File: config.mk
export PLATFORM = sky130hd
export DESIGN_NAME = pswallow_div
export DESIGN_NICKNAME = d
export VERILOG_FILES = /design/src/rtl/pswallow_pkg.sv /design/src/rtl/pswallow_cfg.sv /design/src/rtl/pswallow_prescaler.sv /design/src/rtl/pswallow_counters.sv /design/src/rtl/pswallow_div.sv
export SDC_FILE = /design/constraint.sdc
export NUM_CORES = 1
export LEC_CHECK = 0
export ABC_AREA = 1
export BUFFER_PORTS_ARGS = -buffer_cell sky130_fd_sc_hd__buf_4
export CAP_MARGIN = 10
export CORE_ASPECT_RATIO = 1.25
export CORE_MARGIN = 2
export CORE_UTILIZATION = 30
export CTS_BUF_LIST = sky130_fd_sc_hd__clkbuf_4
export CTS_CLUSTER_DIAMETER = 50
export DETAILED_ROUTE_END_ITERATION = 10
export HOLD_SLACK_MARGIN = 0.06
export PLACE_DENSITY = 0.51
export SKIP_LAST_GASP = 1
export SLEW_MARGIN = 10
export SYNTH_ARGS = -nofsm -noshare
export SYNTH_HDL_FRONTEND = slang
export SYNTH_HIERARCHICAL = 1
export SYNTH_SLANG_ARGS = --single-unit
File: constraint.sdc
create_clock -name clk -period 4.4 [get_ports clk]
set_input_delay 0.22 -clock clk [delete_from_list [all_inputs] [get_ports clk]]
set_output_delay 0.22 -clock clk [all_outputs]
set_load 0.05 [all_outputs]
File: src/rtl/pswallow_pkg.sv
package pswallow_pkg;

  localparam int unsigned P_LOG_BASE = 3;

  typedef enum logic [1:0] {
    MOD_8  = 2'b00,
    MOD_16 = 2'b01,
    MOD_32 = 2'b10,
    MOD_64 = 2'b11
  } mod_sel_e;

  // base modulus P for a select code
  function automatic int unsigned base_mod(input logic [1:0] sel);
    return 32'd1 << (P_LOG_BASE + int'(sel));
  endfunction

endpackage

File: src/rtl/pswallow_cfg.sv
module pswallow_cfg #(
  parameter int A_W  = 6,
  parameter int B_W  = 12,
  parameter int PS_W = 2
) (
  input  logic            clk,
  input  logic            rst,
  input  logic            reload,
  input  logic [PS_W-1:0] in_sel,
  input  logic [A_W-1:0]  in_a,
  input  logic [B_W-1:0]  in_b,
  output logic [PS_W-1:0] act_sel,
  output logic [A_W-1:0]  act_a,
  output logic [B_W-1:0]  act_b,
  output logic [A_W-1:0]  ld_a,
  output logic [B_W-1:0]  ld_b,
  output logic            act_ok
);

  logic [PS_W-1:0] sh_sel;
  logic [A_W-1:0]  sh_a;
  logic [B_W-1:0]  sh_b;

  always_ff @(posedge clk) begin
    sh_sel <= in_sel;
    sh_a   <= in_a;
    sh_b   <= in_b;
  end

  always_comb begin
    ld_a = rst ? in_a : sh_a;
    ld_b = rst ? in_b : sh_b;
  end

  always_ff @(posedge clk) begin
    if (rst) begin
      act_sel <= in_sel;
      act_a   <= in_a;
      act_b   <= in_b;
    end else if (reload) begin
      act_sel <= sh_sel;
      act_a   <= sh_a;
      act_b   <= sh_b;
    end
  end

  assign act_ok = (act_b >= B_W'(act_a)) && (act_b >= B_W'(3));

endmodule

File: src/rtl/pswallow_prescaler.sv
module pswallow_prescaler
  import pswallow_pkg::*;
#(
  parameter int PS_W = 2
) (
  input  logic            clk,
  input  logic            rst,
  input  logic            restart,
  input  logic [PS_W-1:0] sel,
  input  logic            extra,
  output logic            tick
);

  localparam int MAX_MOD = (1 << (P_LOG_BASE + (1 << PS_W) - 1)) + 1;
  localparam int PC_W    = $clog2(MAX_MOD);

  logic [PC_W-1:0] pcnt;
  logic [PC_W-1:0] last_val;

  always_comb begin
    last_val = PC_W'(base_mod(sel)) - PC_W'(1);
    if (extra) last_val = last_val + PC_W'(1);
  end

  assign tick = (pcnt == last_val);

  always_ff @(posedge clk) begin
    if (rst || restart || tick) pcnt <= '0;
    else                        pcnt <= pcnt + PC_W'(1);
  end

endmodule

File: src/rtl/pswallow_counters.sv
module pswallow_counters #(
  parameter int A_W = 6,
  parameter int B_W = 12
) (
  input  logic           clk,
  input  logic           rst,
  input  logic           hold,
  input  logic           tick,
  input  logic [A_W-1:0] ld_a,
  input  logic [B_W-1:0] ld_b,
  output logic           extra,
  output logic           last
);

  logic [A_W-1:0] acnt;
  logic [B_W-1:0] bcnt;

  assign extra = (acnt != '0);
  assign last  = (bcnt == B_W'(1));

  always_ff @(posedge clk) begin
    if (rst || hold || (tick && last)) begin
      acnt <= ld_a;
      bcnt <= ld_b;
    end else if (tick) begin
      bcnt <= bcnt - B_W'(1);
      if (extra) acnt <= acnt - A_W'(1);
    end
  end

endmodule

File: src/rtl/pswallow_div.sv
module pswallow_div #(
  parameter int A_W  = 6,
  parameter int B_W  = 12,
  parameter int PS_W = 2
) (
  input  logic            clk,
  input  logic            rst,
  input  logic [PS_W-1:0] mod_sel,
  input  logic [A_W-1:0]  swallow_a,
  input  logic [B_W-1:0]  main_b,
  output logic            pulse_o,
  output logic            invalid_o
);

  logic [PS_W-1:0] act_sel;
  logic [A_W-1:0]  act_a, ld_a;
  logic [B_W-1:0]  act_b, ld_b;
  logic            act_ok, ps_tick, sw_extra, sw_last, hold, boundary;

  assign hold     = !act_ok;
  assign boundary = ps_tick && sw_last && act_ok;

  pswallow_cfg #(.A_W(A_W), .B_W(B_W), .PS_W(PS_W)) u_cfg (
    .clk(clk), .rst(rst), .reload(boundary || hold),
    .in_sel(mod_sel), .in_a(swallow_a), .in_b(main_b),
    .act_sel(act_sel), .act_a(act_a), .act_b(act_b),
    .ld_a(ld_a), .ld_b(ld_b), .act_ok(act_ok)
  );

  pswallow_prescaler #(.PS_W(PS_W)) u_ps (
    .clk(clk), .rst(rst), .restart(hold), .sel(act_sel),
    .extra(sw_extra), .tick(ps_tick)
  );

  pswallow_counters #(.A_W(A_W), .B_W(B_W)) u_cnt (
    .clk(clk), .rst(rst), .hold(hold), .tick(ps_tick),
    .ld_a(ld_a), .ld_b(ld_b), .extra(sw_extra), .last(sw_last)
  );

  always_ff @(posedge clk) begin
    if (rst) begin
      pulse_o   <= 1'b0;
      invalid_o <= 1'b0;
    end else begin
      pulse_o   <= boundary;
      invalid_o <= hold;
    end
  end

endmodule

==> metrics.md, run 1 <==
| Metric | Value |
|---|---|
| Commonest non-fill, non-tap cell in the layout | nand2_1 |
| Clock buffer depth | 2 |
| CP arrival | 3.12 ns |
| Floorplan row count | 42 |
| Die ar. | 11800 um^2 |
| #FFs+latches synth | 67 |
| Core area | about 11000 um^2 |
| CTS resizes | 0 |
| Antenna violations before repair | 1 |
| Port Buffers | 23 |
| Count of cell types in the netlist | 26 |
| Number of global-route vias before repair | 2446 |
| PwrDens | 392 nW/um^2 |
| Iter 0 DRT Violations | 105 |
| Vias/cell | ~4.3 |
| Final-report setup violation count | 0 |
| Post-CTS Setup Inserts | 0 |
| GRT Residual Overflow | 0 |
| Top cells by area, synth | edfxtp_1 (35%), nand2_1 (18%), dfxtp_1 (18%) |
| Final Cycle Share | 67.8% |
| Post-Syn Area per Cell | 8.20 um^2 |
| Slew at the pin closest to its max-slew limit | 0.957 ns |
| H-Tree Depth | 3 |
| Commonest cells after routing, fill and taps aside | nand2_1 (158), nor2_1 (40), inv_1 (39) |
| Tot Pwr | 1550 uW |
| Top-area cell type share of the netlist area | 34.6% |
| Clk root buf | clkbuf_4 |
| CTS tree | done |
| WP data required | about 4.5 ns |
| Routed WL per cell | 11.2 um |
| Die W | 97.8 um |
| Detailed-route via count | ~2500 |
| CP Cell Sequence | ha_1 -> nand2_1 -> and2b_1 -> nand3_1 -> nand3_1 -> nand2_1 -> inv_1 -> inv_1 -> nor2_1 -> nand2_1 -> nand2_1 -> nand2_1 |
| Max Cap Viol | 0 |
| Fillers | ~1100 |
| Sink Count | 67 |
| Critical path class | flip-flop to flip-flop |
| Die Ht | 121 um |
| Antenna-violating nets left | 0 |
| I/O pins | 24 |
| Max Clk Rate | ~340 MHz |
| CP max stage cell | nor2_1 |
| Largest delay contributor family on the critical path | simple AND/OR/NAND/NOR gates |
| Crit start category | flip-flop |
| Tmin final | 2.98 ns |
| Critical path endpoint category | flip-flop |
| Gate Count Post-Synth | approximately 400 |
| First-pass GRT wire length | ~11 mm |
| Post-synthesis sequential area ratio | 52.2% |
| Clock latency on the worst-skew pair | approximately 0.42 ns |
| Max_slew headroom | a little over a third |
| Most used cell, CP | nand2_1 |
| Min-Delay Path Class | primary input to flip-flop |
| Drt drc | 0 |
| P_leak | 0.00185 uW |
| Drt pass-1 iters | 4 |
| Highest metal used | met4 |
| Max incr delay on CP | between 0.7 and 0.8 ns |
| GRT Util Overall | 12.0% |
| Fin nets | slightly below 500 |
| CTS Buf Count | 9 |
| Clock-pin slew on the worst setup and hold paths | 0.12 ns |
| Post-synth top area cell | edfxtp_1 |
| Area Growth Syn to Fin | 19.9% |
| DPL Wire Length | 4.84 mm |
| Clock skew | 0.0111 ns |
| Status | complete, no violations |
| Setup TNS Final | 0 ns |
| # hold bufs at CTS | 20 |
| Worst Path Buf+Inv | 2 |
| Pin count of the biggest net entering global routing | 28 |
| Count of pins over their slew limit | 0 |
| RSZ-0062 raised after global routing | no |
| Ys Warns | 6 |
| Gpl congestion | approximately 0.8 |
| CP max FO | 13 |
| WL met1 | 2.98 mm |
| Met3 wire length | 165 um |
| Share of cells above drive strength 1 | 13.2% |
| Routed WL | ~6.6 mm |
| Starting density of the core | 30.9% |
| Worst VDD drop | roughly 0.22 mV |
| Synth Net Count | 435 |
| Synthesized area | 3300 um^2 |
| WL met2 | around 3.3 mm |
| Final hold vios | 0 |
==> path summary, 6_finish.rpt <==
check / from / to / slack (ns) / depth (start not counted)
max: u_cfg/act_b[5] / u_cnt/acnt[1] / 1.42 / 12
min: rst / invalid_o / 0.17 / 2
max reg2reg: u_cfg/act_b[5] / u_cnt/acnt[1] / 1.42 / 12
min reg2reg: u_ps/pcnt[0] / u_ps/pcnt[0] / 0.50 / 1
==> per-stage QoR <==
stage          cells  hold WS, ns  cell area (um^2)  setup slack [ns]  utilization, %
6_report         587        0.173              3950              1.42            37.1
5_1_grt          587        0.154              3950              1.04            37.1
4_1_cts          586        0.129              3950              1.37            37.0
3_5_place_dp     550        0.334              3590              1.36            33.6
3_3_place_gp     550        0.334              3590              1.36            33.6
2_1_floorplan    402        0.248              3300              1.97               -
==> area by class of cell <==
class | count | area, um^2 | area share (%)
Antenna cell | 1 | 2.50 | 0.0633
Clock buffer | 10 | 75.1 | 1.90
Clock inverter | 6 | 88.8 | 2.25
Inverter | 41 | 154 | 3.89
Multi-Input combinational cell | 287 | 1370 | 34.7
Sequential cell | 67 | 1720 | 43.6
Tap cell | 132 | 165 | 4.18
Timing Repair Buffer | 43 | 373 | 9.43
==> synthesized netlist by cell type (all sizes together) <==
| cell | number |
|---|---|
| a21oi | 2 |
| and2b | 1 |
| buf | 6 |
| clkbuf | 1 |
| dfxtp | 29 |
| edfxtp | 38 |
| ha | 11 |
| inv | 41 |
| nand2 | 172 |
| nand3 | 30 |
| nand3b | 2 |
| nand4 | 4 |
| nor2 | 44 |
| nor3 | 4 |
| o21ai | 4 |
| or2 | 1 |
| xnor2 | 3 |
| xor2 | 9 |
==> kinds of logic after synthesis <==
logic type	after synthesis	synth area share [%]
and+or+nand+nor	258	33.4
DFF	67	52.2
buffers and inverters	48	6.15
xor gates and xnor gates	12	3.19
adders and majority gates	11	4.17
AOI/OAI and AO/OA	6	0.911
==> worst reg2reg max path, cell delays in order, from the launching register on <==
cell	delay [ns]
edfxtp_1	0.41
ha_1	0.33
nand2_1	0.06
and2b_1	0.18
nand3_1	0.06
nand3_1	0.08
nand2_1	0.06
inv_1	0.12
inv_1	0.08
nor2_1	0.74
nand2_1	0.11
nand2_1	0.24
nand2_1	0.23
==> where the power goes <==
group | internal [uW] | switching, uW | total [uW]
Sequential | 744 | 44.4 | 788
Combinational | 114 | 172 | 286
Clock | 238 | 236 | 474
Total | 1100 | 452 | 1550
==> layer usage <==
metal / track usage (%) / vias up
met5: 0 / -
met4: 6.77 / 0
met3: 2.71 / 8
met2: 20.7 / 41
met1: 13.8 / 1122
li1: - / 1365
==> sequential cells by signal (all words and copies together), names as in the netlist <==
name	flops
invalid_o	1
pulse_o	1
u_cfg/act_a	6
u_cfg/act_b	12
u_cfg/act_sel	2
u_cfg/sh_a	6
u_cfg/sh_b	12
u_cfg/sh_sel	2
u_cnt/acnt	6
u_cnt/bcnt	12
u_ps/pcnt	7
No activity file was read; power rests on OpenSTA's default activity.
==> inputs of run 2 (changes only) <==
- clock period: 4.4 -> 2.9 ns (I/O delays scaled with it)
==> run 2 against run 1 <==
  * Hold slack improved by 0.20 ns
  * Sequential share of layout area down 0.42 points
  * Utilization up 0.36 points
  * Wire length rose by 0.78%
  * Clock skew increased by 0.0090 ns
  * Die area did not move
  * First-iteration DRC count up 46%
  * Sequential power is 51% higher
  * Maximum frequency rose by 22%
  * Non-clock buffer count rose by 5
  * Total power grew 52%
  * Critical endpoint is now u_cnt/bcnt[10]
==> metrics.md, run 2 (same netlist as run 1, synthesis figures left out) <==
| Metric | Value |
|---|---|
| Area Growth Syn to Fin | 21.1% |
| Share of cells above drive strength 1 | 13.9% (+0.73 points) |
| Max incr delay on CP | 0.39 ns (-0.35 ns) |
| CP arrival | 2.73 ns (-0.39 ns) |
| Tot Pwr | 2360 uW (+52%) |
| WP data required | 3.18 ns (-1.36 ns) |
| CP max stage cell | edfxtp_1 |
| Count of pins over their slew limit | 0 (unchanged) |
| Commonest non-fill, non-tap cell in the layout | nand2_1 |
| Crit start category | flip-flop |
| Hold_ws | 0.371 ns (+0.197 ns) |
| DPL Wire Length | 4.89 mm (+1.0%) |
| Worst VDD drop | 0.431 mV (+96%) |
| Routed WL per cell | 11.2 um (about the same) |
| Clock buffer depth | 2 (unchanged) |
| Final Cycle Share | 84.6% (+17 points) |
| CP max FO | 18 (+5) |
| Slew at the pin closest to its max-slew limit | 0.335 ns (-0.622 ns) |
| Final-report setup violation count | 0 (unchanged) |
| Clk root buf | clkbuf_4 |
| GRT Util Overall | 12.0% (-0.015 points) |
| Pin count of the biggest net entering global routing | 28 (unchanged) |
| Status | complete, no violations |
| Number of global-route vias before repair | 2471 (+1.0%) |
| Gpl congestion | 0.834 (+3.2%) |
| Largest registers | u_cfg/act_b: 12 flops, u_cfg/sh_b: 12 flops, u_cnt/bcnt: 12 flops |
| Commonest cells after routing, fill and taps aside | nand2_1 (158), nor2_1 (40), inv_1 (39) |
| Vias/cell | 4.36 (+0.85%) |
| # hold bufs at CTS | 21 (+5.0%) |
| Clock skew | 0.0202 ns (+0.00902 ns) |
| Critical path class | flip-flop to flip-flop |
| Port Buffers | 23 (unchanged) |
| Drt pass-1 iters | 4 (unchanged) |
| Final hold vios | 0 (unchanged) |
| Die Ht | 121 um (unchanged) |
| First-pass GRT wire length | 11.3 mm (+2.3%) |
| Setup TNS Final | 0 ns (unchanged) |
| Max Clk Rate | 408 MHz (+22%) |
| Max_slew headroom | 77.6% (+42 points) |
| Largest delay contributor family on the critical path | simple AND/OR/NAND/NOR gates |
| RSZ-0062 raised after global routing | no |
| Fin nets | 487 (+1.0%) |
| Critical path endpoint category | flip-flop |
| Drt drc | 0 (unchanged) |
| Detailed-route via count | 2575 (+1.5%) |
| Core area | 10700 um^2 (unchanged) |
| CTS Buf Count | 9 (unchanged) |
| Tmin final | 2.45 ns (-0.529 ns) |
| Antenna-violating nets left | 0 (unchanged) |
| Most used cell, CP | nand2_1 |
| Max Cap Viol | 0 (unchanged) |
| Clock-pin slew on the worst setup and hold paths | 0.13 ns (about the same) |
| Post-CTS Setup Inserts | 0 (unchanged) |
| Worst Path Buf+Inv | 2 (unchanged) |
| Fin area | 3990 um^2 (+0.98%) |
| Iter 0 DRT Violations | 153 (+46%) |
| Die W | 97.8 um (unchanged) |
| Die ar. | 11800 um^2 (unchanged) |
| Antenna violations before repair | 0 (-1) |
| CTS resizes | 0 (unchanged) |
| # diodes | 0 (-1) |
| Min-Delay Path Class | primary input to flip-flop |
| P_leak | 0.00186 uW (+0.81%) |
| PwrDens | 591 nW/um^2 (+51%) |
| H-Tree Depth | 3 (unchanged) |
| GRT Residual Overflow | 0 (unchanged) |
| Floorplan row count | 42 (unchanged) |
| CTS tree | done |
| I/O pins | 24 (unchanged) |
| Clock latency on the worst-skew pair | 0.42 ns (about the same) |
| Placed cell area | 3620 um^2 (+0.84%) |
| Final Core Density | 37.4% (+0.36 points) |
| CP Cell Sequence | inv_1 -> ha_1 -> nand4_1 -> nand2_1 -> nand2_1 -> nand3_1 -> nand2_1 -> nor2_1 -> nand2_1 -> inv_1 -> nand3_2 -> nand2_4 -> nand2_1 -> nand2_1 |
| Sink Count | 67 (unchanged) |
| Starting density of the core | 30.9% (unchanged) |
| Routed WL | 6.62 mm (+0.78%) |
run 2: cell type report:
class                   count  area (um^2)
clock buffers               9         67.6
fillers                  1100         6680
flip-flops and latches     67         1720
repair buffers             48          413
clock inverters             7         97.6
inverters                  41          154
well taps                 132          165
multi-input cells         287         1370
run 2: metal layers:
metal | part of all wire, % | global-route usage [%]
met3 | 2.7 | 2.13
met4 | 2.0 | 5.12
met2 | 51 | 21.3
met5 | 0 | 0
met1 | 44 | 14.3
run 2: through the flow:
| stage | std cells | setup slack, ns |
|---|---|---|
| CTS | 591 | 0.456 |
| finish | 591 | 0.446 |
| floorplan | 402 | 0.466 |
| global route | 591 | 0.0821 |
| detailed placement | 554 | 0.477 |
| global placement | 554 | 0.568 |
run 2: report_power, final:
group / internal [uW] / leakage, uW / switching [uW]
combinational: 180 / 0.00116 / 266
sequential: 1130 / 0.000623 / 65.9
clock: 354 / 0.0000829 / 367
total: 1660 / 0.00186 / 699
run 2: final timing paths:
| check | start | endpoint | slack (ns) | cells after the start |
|---|---|---|---|---|
| worst max-delay path | u_cnt/acnt[0] | u_cnt/bcnt[10] | 0.45 | 14 |
| worst min-delay path | main_b[7] | u_cfg/sh_b[7] | 0.37 | 2 |
| worst max register to register | u_cnt/acnt[0] | u_cnt/bcnt[10] | 0.45 | 14 |
| worst min register to register | u_ps/pcnt[0] | u_ps/pcnt[0] | 0.51 | 1 |
